[config.mk]
export PLATFORM = sky130hd
export DESIGN_NAME = prio_bus_master
export DESIGN_NICKNAME = d
export VERILOG_FILES = /design/src/rtl/prio_bus_pkg.sv /design/src/rtl/prio_req_gen.sv /design/src/rtl/prio_data_reg.sv /design/src/rtl/prio_drive_ctl.sv /design/src/rtl/prio_bus_master.sv
export SDC_FILE = /design/constraint.sdc
export NUM_CORES = 1
export LEC_CHECK = 0
export ABC_CLOCK_PERIOD_IN_PS = 800
export BUFFER_PORTS_ARGS = -buffer_cell sky130_fd_sc_hd__buf_2
export CORE_MARGIN = 2
export CORE_UTILIZATION = 33
export CTS_CLUSTER_SIZE = 40
export DETAILED_ROUTE_END_ITERATION = 10
export PLACE_DENSITY = 0.73
export RECOVER_POWER = 100
export SLEW_MARGIN = 20
export SYNTH_ARGS = -nofsm -noshare
export SYNTH_HDL_FRONTEND = slang
export SYNTH_SLANG_ARGS = --single-unit
[constraint.sdc]
create_clock -name clk_i -period 0.8 [get_ports clk_i]
set_input_delay 0.16 -clock clk_i [delete_from_list [all_inputs] [get_ports clk_i]]
set_output_delay 0.16 -clock clk_i [all_outputs]
set_load 0.05 [all_outputs]
[src/rtl/prio_bus_pkg.sv]
package prio_bus_pkg;
  typedef enum logic {
    REQ_GATED = 1'b0,
    REQ_CONT  = 1'b1
  } req_mode_e;
endpackage

[src/rtl/prio_req_gen.sv]
module prio_req_gen
  import prio_bus_pkg::*;
#(
  parameter int ID_W = 3
) (
  input  logic            clk_i,
  input  logic            rst_ni,
  input  logic            arb_en_i,
  input  req_mode_e       mode_i,
  input  logic            av_i,
  input  logic [ID_W-1:0] my_id_i,
  output logic            req_o,
  output logic [ID_W-1:0] id_o
);
  logic req_q;

  always_ff @(posedge clk_i or negedge rst_ni) begin
    if (!rst_ni) req_q <= 1'b0;
    else         req_q <= arb_en_i && ((mode_i == REQ_CONT) || av_i);
  end

  assign req_o = req_q;
  assign id_o  = req_q ? my_id_i : '0;

  assert_disabled_R2: assert property (@(posedge clk_i) disable iff (!rst_ni)
    !arb_en_i |=> !req_o);
  assert_cont_req_R4: assert property (@(posedge clk_i) disable iff (!rst_ni)
    (arb_en_i && mode_i == REQ_CONT) |=> req_o);
  assert_gated_idle_R3: assert property (@(posedge clk_i) disable iff (!rst_ni)
    (mode_i == REQ_GATED && !av_i) |=> (id_o == '0));
endmodule

[src/rtl/prio_data_reg.sv]
module prio_data_reg #(
  parameter int          DW    = 8,
  parameter logic [DW-1:0] CLAMP = '0
) (
  input  logic          clk_i,
  input  logic          rst_ni,
  input  logic          av_i,
  input  logic [DW-1:0] d_i,
  output logic [DW-1:0] q_o
);
  always_ff @(posedge clk_i or negedge rst_ni) begin
    if (!rst_ni) q_o <= CLAMP;
    else         q_o <= av_i ? d_i : CLAMP;
  end

  assert_clamp_R5: assert property (@(posedge clk_i) disable iff (!rst_ni)
    !av_i |=> (q_o == CLAMP));
  assert_pass_R6: assert property (@(posedge clk_i) disable iff (!rst_ni)
    av_i |=> (q_o == $past(d_i)));
endmodule

[src/rtl/prio_drive_ctl.sv]
module prio_drive_ctl #(
  parameter int ID_W = 3
) (
  input  logic            clk_i,
  input  logic            req_i,
  input  logic            half_i,
  input  logic [ID_W-1:0] bus_i,
  input  logic [ID_W-1:0] my_id_i,
  output logic            oe_o
);
  logic grant;

  // Read-back match: only an exact echo of the own code wins.
  assign grant = req_i && (bus_i == my_id_i);
  // Half-cycle mode drives only while clock is high.
  assign oe_o  = grant && (!half_i || clk_i);
endmodule

[src/rtl/prio_bus_master.sv]
module prio_bus_master
  import prio_bus_pkg::*;
#(
  parameter int            ID_W    = 3,
  parameter int            DW      = 8,
  parameter logic [DW-1:0] Y_CLAMP = 8'd16,
  parameter logic [DW-1:0] C_BIAS  = 8'd0
) (
  input  logic            clk_i,
  input  logic            rst_ni,
  input  logic            arb_en_i,
  input  logic            req_mode_i,
  input  logic            half_drive_i,
  input  logic [ID_W-1:0] my_id_i,
  input  logic            av_i,
  input  logic [DW-1:0]   y_i,
  input  logic [DW-1:0]   c_i,
  input  logic [ID_W-1:0] prio_bus_i,
  output logic            prio_req_o,
  output logic [ID_W-1:0] prio_id_o,
  output logic [DW-1:0]   y_o,
  output logic [DW-1:0]   c_o,
  output logic            data_oe_o
);
  req_mode_e mode;
  assign mode = req_mode_e'(req_mode_i);

  prio_req_gen #(.ID_W(ID_W)) u_req (
    .clk_i   (clk_i),
    .rst_ni  (rst_ni),
    .arb_en_i(arb_en_i),
    .mode_i  (mode),
    .av_i    (av_i),
    .my_id_i (my_id_i),
    .req_o   (prio_req_o),
    .id_o    (prio_id_o)
  );

  prio_data_reg #(.DW(DW), .CLAMP(Y_CLAMP)) u_luma (
    .clk_i (clk_i),
    .rst_ni(rst_ni),
    .av_i  (av_i),
    .d_i   (y_i),
    .q_o   (y_o)
  );

  prio_data_reg #(.DW(DW), .CLAMP(C_BIAS)) u_chroma (
    .clk_i (clk_i),
    .rst_ni(rst_ni),
    .av_i  (av_i),
    .d_i   (c_i),
    .q_o   (c_o)
  );

  prio_drive_ctl #(.ID_W(ID_W)) u_drv (
    .clk_i  (clk_i),
    .req_i  (prio_req_o),
    .half_i (half_drive_i),
    .bus_i  (prio_bus_i),
    .my_id_i(my_id_i),
    .oe_o   (data_oe_o)
  );

  assert_grant_match_R7: assert property (@(posedge clk_i) disable iff (!rst_ni)
    data_oe_o |-> (prio_req_o && prio_bus_i == prio_id_o));
  assert_mismatch_off_R9: assert property (@(posedge clk_i) disable iff (!rst_ni)
    (prio_bus_i != my_id_i) |-> !data_oe_o);
endmodule

# --- After elaboration in Yosys (flattened, before gate mapping) ---
# Cells that the tools add are included.
totals:
  register_bits: 17
  latch_bits: 0
  mem_bits_rw: 0
  mem_bits_ro: 0
  in_bits: 28
  out_inout_bits: 21
  elab_cells: 13
  mem_count: 0
classes:
  add_sub_neg: 0
  multipliers: 0
  div: 0
  magnitude_cmp: 0
  eq_ne: 1
  shift: 0
  n_mux: 3
  n_bitwise: 0
  n_reduce_logical: 6
ops:
  columns: ["op", "count"]
  rows:
  - ["$mux W8", 2]
  - ["$eq A3 B3 Y1", 1]
  - ["$logic_and A1 B1 Y1", 3]
  - ["$mux W3", 1]
  - ["$logic_or A1 B1 Y1", 2]
  - ["$logic_not A1 Y1", 1]

# --- Logic depth before layout (Yosys ltp) ---
# Gate-level depths: netlist (run 1).
logic_depth:
  depth_word: 3
  mapped_depth: 3
  ltp_nobuf: 3

# --- By module ---
# A second synthesis (run 1) with hierarchy kept.
hier_totals:
  hier_cells: 43
  area_unflattened_um2: 600.6
modules_own_cells:
  columns: ["mod", "n_inst", "cells_each", "area_each_um2", "seq_area_each_um2"]
  rows:
  - ["prio_data_reg (u_luma)", 1, 16, 251.5, 201.4]
  - ["prio_data_reg (u_chroma)", 1, 16, 250.2, 200.2]
  - ["prio_req_gen", 1, 5, 51.3, 25.0]
  - ["prio_drive_ctl", 1, 6, 47.5, 0.0]

==> metrics.cfg, run 1 <==
[critical_path]
cp-end-kind = output port
path_class = reg -> out
critPathLaunchType = flip-flop
cp_max_fo = 5
cp.arrival_ns = 1.20
cp.required_ns = 0.64

[pwr]
vdd_drop_max_uv = 1160
power_density_mw_per_mm2 = 1620
p_leak_nw = 0.654

[die]
dieHeight_microns = 46.7
ios = 49
die_area_sq_mm = 0.00218
core_region_area_sq_mm = 0.00173
die_w_microns = 46.7
initial_core_util = 0.348
rows = 15

[synthesis]
syn-num-nets = 72
synth-compound-area-share = 0.0208
synth_seq_cells = 17
synth_top_family_by_area = simple AND/OR/NAND/NOR gates
synth_xor_area_frac = 0.0438
synth_area_sq_um = 601
synth-seq-area-share = 0.710
synth_fa_ha_area_frac = 0
yosysWarnings = 0
synth-simple-area-share = 0.210
synth_mux_area_frac = 0
synth_area_per_cell_sq_um = 13.6
ys_types = 11
synthCells = 44

[route]
route.detailed.drc = 0
wl_met2_microns = 885
routed_via_density = 4.09
wl_microns = 1690
wl_met3_microns = 187
first_iter_violations = 0
routedLengthMet1_microns = 597
postRouteAntennaNets = 0
drt_pass1_iterations = 1
routedWlPerCell_microns = 11.9
maxUsedRoutingLayer = met4
vias = 581

[timing]
setup_viol = 24
fin_crit_ns = 1.36
tns_ns = -7.14
rsz0062_at_grt = true
slew_viol_final = 0
fin_crit_sh = 1.70
relSlewSlack = 0.734
tightest_slew_ns = 0.399
setup_slack_ns = -0.561
hold_viol_final = 0
max_freq_mhz = 735

[placement]
gp_congestion = 0.579
dp_slack_ns = -0.371
hpwlAfterDp_microns = 956
portBuffers = 48

[final_layout]
final_cell_mix = buf_6, buf_2, dlygate4sd3_1, dfrtp_1, and2_0
syn2layout_area_growth_pct = 126
antenna_cells = 0
n_fill_cell = 104
final_common_cell = buf_6
drive_gt1_frac = 0.547
nets = 146

[worst_hold_path]
hold_class = in -> reg

[grt]
track_usage = 0.191
antenna_found_initial = 0
grt_pass1_wl_microns = 2630
grt_max_degree = 18
overflow = 0
grt_pass1_vias = 682

[clock_tree]
clk_pin_slew_ns = 0.09
tritoncts = yes

[outcome]
violations = setup timing
status = complete, but fails checks

[flow_run]
max_cap_viol_count = 0

synth_stat cells:
cell	n	area, sq um
clkbuf_2	1	5.00
and2_2	1	7.51
dfrtp_1	16	400
inv_1	1	3.75
nand2b_1	1	6.26
nor4_1	1	6.26
o21a_1	1	7.51
and2_1	17	106
dfstp_2	1	26.3
o21ai_0	1	5.00
xor2_1	3	26.3
state kept, by name, summed over array words and instances (netlist names):
name / count
u_luma.q_o: 8
u_req.req_o: 1
u_chroma.q_o: 8
final timing paths:
check / from / end / slack, ns / cells past startpoint
hold / removal: av_i / u_luma.q_o[4]$_DFF_PN1_ / 0.08 / 2
setup / recovery: u_req.req_o$_DFF_PN0_ / data_oe_o / -0.56 / 3
min in group asynchronous: rst_ni / u_chroma.q_o[1]$_DFF_PN0_ / 0.23 / 2
max in group asynchronous: rst_ni / u_luma.q_o[4]$_DFF_PN1_ / 0.26 / 2
metrics by stage:
| stage | total power, mW | area (sq um) | hold WS [ns] | cells | utilization |
|---|---|---|---|---|---|
| after global routing | 2.33 | 1360 | 0.0783 | 142 | 0.787 |
| after CTS | 2.22 | 1340 | 0.0777 | 142 | 0.778 |
| after global placement | 1.38 | 927 | 0.0887 | 116 | 0.537 |
| final | 2.20 | 1360 | 0.0778 | 142 | 0.787 |
| after floorplan | 1.23 | 661 | -0.136 | 44 | - |
| after detailed placement | 1.38 | 927 | 0.0994 | 116 | 0.537 |
worst max-delay path: stages (launching register included):
cell     delay [ns]
dfrtp_2        0.40
o21ai_2        0.08
nor4_4         0.14
buf_6          0.19
cell families (layout without fill, tap and decap cells):
family,after synthesis,count (layout)
AND/OR/NAND/NOR,20,20
buffers and inverters,2,75
flip-flops,17,17
XOR/XNOR,3,3
AO/OA/AOI/OAI,2,2
power by group:
group          total, mW  switching [mW]  internal, mW
sequential         0.929          0.0232         0.905
combinational      0.586           0.312         0.274
clock              0.683           0.309         0.374
total               2.20           0.644          1.55
timing repair:
action,in CTS,in global routing
gates resized for setup,53,2
hold buffers,19,0
hold endpoints to repair,34,0
setup buffers,0,0
setup endpoints to repair,24,24
cloned,0,0
pin swaps,3,0
final cells by class:
type                            instances  area, sq um  area share
Timing Repair Buffer                   66          593       0.436
Sequential cell                        17          428       0.315
Multi-Input combinational cell         25          243       0.179
Clock buffer                            8         60.1      0.0442
Tap cell                               25         31.3      0.0230
Inverter                                1         3.75     0.00276
layer usage:
layer  global-route usage  vias up
met3                0.125        2
met4                0.150        0
li1                     -      277
met1                0.168      262
met5                    0        -
met2                0.303       40
Note: power is estimated with default switching activity, not from simulation.
==> inputs of run 2 (changes only) <==
- CELL_PAD_IN_SITES_DETAIL_PLACEMENT: default -> 1
- CELL_PAD_IN_SITES_GLOBAL_PLACEMENT: default -> 1
- CORE_UTILIZATION: 33 -> 23
- PLACE_DENSITY: 0.73 -> default
- PLACE_DENSITY_LB_ADDON: default -> 0.1
- RECOVER_POWER: 100 -> default
==> run 2 against run 1 <==
Net effect: the run still ends with setup timing left; worst setup slack worse by 0.037 ns; clock power up 5.0%; global-route usage is 3.7 points lower; total power rose by 2.9%; clock-buffer cell count unchanged; via count is 3.3% higher; sequential power hardly changed; fmax decreased by 2.7%; worst hold slack got worse by 0.013 ns.
==> metrics.cfg, run 2 (synthesis gave the netlist of run 1 again) <==
[grt]
track_usage = 0.154  ; -0.0375
use_met2 = 0.262  ; -0.0409
gr-max-usage-layer = met2
grt_use_met3 = 0.0672  ; -0.0583
grt_pass1_vias = 683  ; +0.15%
grt_pass1_wl_microns = 3090  ; +18%
overflow = 0  ; unchanged
grt_util_met1 = 0.160  ; -0.00764
grt_max_degree = 18  ; unchanged
antenna_found_initial = 0  ; unchanged

[die]
ios = 49  ; unchanged
rows = 18  ; +3
core_region_area_sq_mm = 0.00248  ; +43%
die_w_microns = 55.1  ; +18%
dieHeight_microns = 55.1  ; +18%
die_area_sq_mm = 0.00304  ; +39%
initial_core_util = 0.242  ; -0.105

[outcome]
status = complete, but fails checks
violations = setup timing

[timing]
relSlewSlack = 0.755  ; +0.0209
max_freq_mhz = 715  ; -2.7%
fin_crit_ns = 1.40  ; +0.0372 ns
setup_viol = 24  ; unchanged
rsz0062_at_grt = true
hold_viol_final = 0  ; unchanged
fin_crit_sh = 1.75  ; +0.0465
tns_ns = -7.69  ; -0.556 ns
fin_hold_ws_ns = 0.0646  ; -0.0131 ns
tightest_slew_ns = 0.368  ; -0.0314 ns
setup_slack_ns = -0.598  ; -0.0372 ns
slew_viol_final = 0  ; unchanged

[route]
route.detailed.drc = 0  ; unchanged
wl_microns = 2000  ; +19%
drt_pass1_iterations = 2  ; +1
routed_via_density = 4.03  ; -1.6%
postRouteAntennaNets = 0  ; unchanged
vias = 600  ; +3.3%
first_iter_violations = 2  ; +2
routedWlPerCell_microns = 13.4  ; +13%

[placement]
hpwlAfterDp_microns = 1160  ; +22%
portBuffers = 48  ; unchanged
placed_cell_area_sq_um = 933  ; +0.67%
gp_congestion = 0.583  ; +0.66%

[pwr]
vdd_drop_max_uv = 1060  ; -9.3%
p_leak_nw = 0.675  ; +3.3%
power_density_mw_per_mm2 = 1620  ; about the same

[critical_path]
path_class = reg -> out
critPathLaunchType = flip-flop
cp_max_fo = 5  ; unchanged
cp.arrival_ns = 1.24  ; +0.04 ns
cp.required_ns = 0.64  ; about the same
cp-end-kind = output port

[clock_tree]
clk_pin_slew_ns = 0.10  ; about the same
tritoncts = yes

[final_layout]
nets = 148  ; +1.4%
final_common_cell = buf_6
finish.instance_area_sq_mm = 0.00140  ; +2.9%
syn2layout_area_growth_pct = 133
final_cell_mix = buf_6, buf_2, dlygate4sd3_1, and2_1, dfrtp_1
antenna_cells = 0  ; unchanged
drive_gt1_frac = 0.555  ; +0.00761

[worst_hold_path]
hold_path_startpoint = av_i
holdPathStages = 2  ; unchanged
hold_class = in -> reg
whs_endpoint = u_luma.q_o[4]$_DFF_PN1_

[flow_run]
max_cap_viol_count = 0  ; unchanged

[run 2: cell types whose count changed in the layout (fill, tap and decap cells not counted)]
cell and delta:
and2_0 -8, and2_1 +8, buf_8 +2, buf_4 +1, clkbuf_2 -1
[run 2: worst max path at each step]
stage	from	endpoint	slack (ns)	depth (start not counted)
3_3_place_gp	my_id_i[1]	data_oe_o	-0.37	4
3_5_place_dp	my_id_i[1]	data_oe_o	-0.37	4
6_report	u_req.req_o$_DFF_PN0_	data_oe_o	-0.60	3
5_1_grt	u_req.req_o$_DFF_PN0_	data_oe_o	-0.66	3
2_1_floorplan	u_req.req_o$_DFF_PN0_	data_oe_o	-0.54	2
4_1_cts	u_req.req_o$_DFF_PN0_	data_oe_o	-0.59	3
[run 2: area by class of cell]
class,count,area [sq um]
fill,258,1080
timing repair buffer,68,626
sequential,17,428
multi-input combinational,25,243
clock buffer,8,60.1
tap,30,37.5
inverter,1,3.75
[run 2: timing repair]
action                                  CTS  global route
setup buffers                             1             1
endpoints found under the setup margin   24            24
hold endpoints to repair                 34             0
resized for setup                        58             2
hold buffers                             19             0
pin swaps                                 3             0
[run 2: critical path, stage by stage (launching register included)]
cell	delay [ns]
dfrtp_2	0.41
o21ai_2	0.08
nor4_4	0.16
buf_6	0.20
[run 2: report_power, final]
group / total, mW / switching, mW / leakage [nW] / internal [mW]
clock network: 0.717 / 0.341 / 0.0393 / 0.375
registers: 0.931 / 0.0258 / 0.215 / 0.906
logic: 0.612 / 0.319 / 0.421 / 0.294
total: 2.26 / 0.686 / 0.675 / 1.57
[run 2: per-layer routing]
| metal | wire length, microns | vias up |
|---|---|---|
| li1 | - | 283 |
| met1 | 728 | 281 |
| met2 | 1100 | 33 |
| met3 | 150 | 3 |
| met4 | 18 | 0 |
| met5 | 0 | - |
[run 2: stage by stage]
step,util,worst slack [ns],instances,total power [mW]
3_3_place_gp,0.377,-0.367,121,1.38
5_1_grt,0.564,-0.662,149,2.41
4_1_cts,0.558,-0.593,148,2.26
2_1_floorplan,-,-0.537,44,1.23
3_5_place_dp,0.377,-0.370,121,1.39
6_report,0.564,-0.598,149,2.26
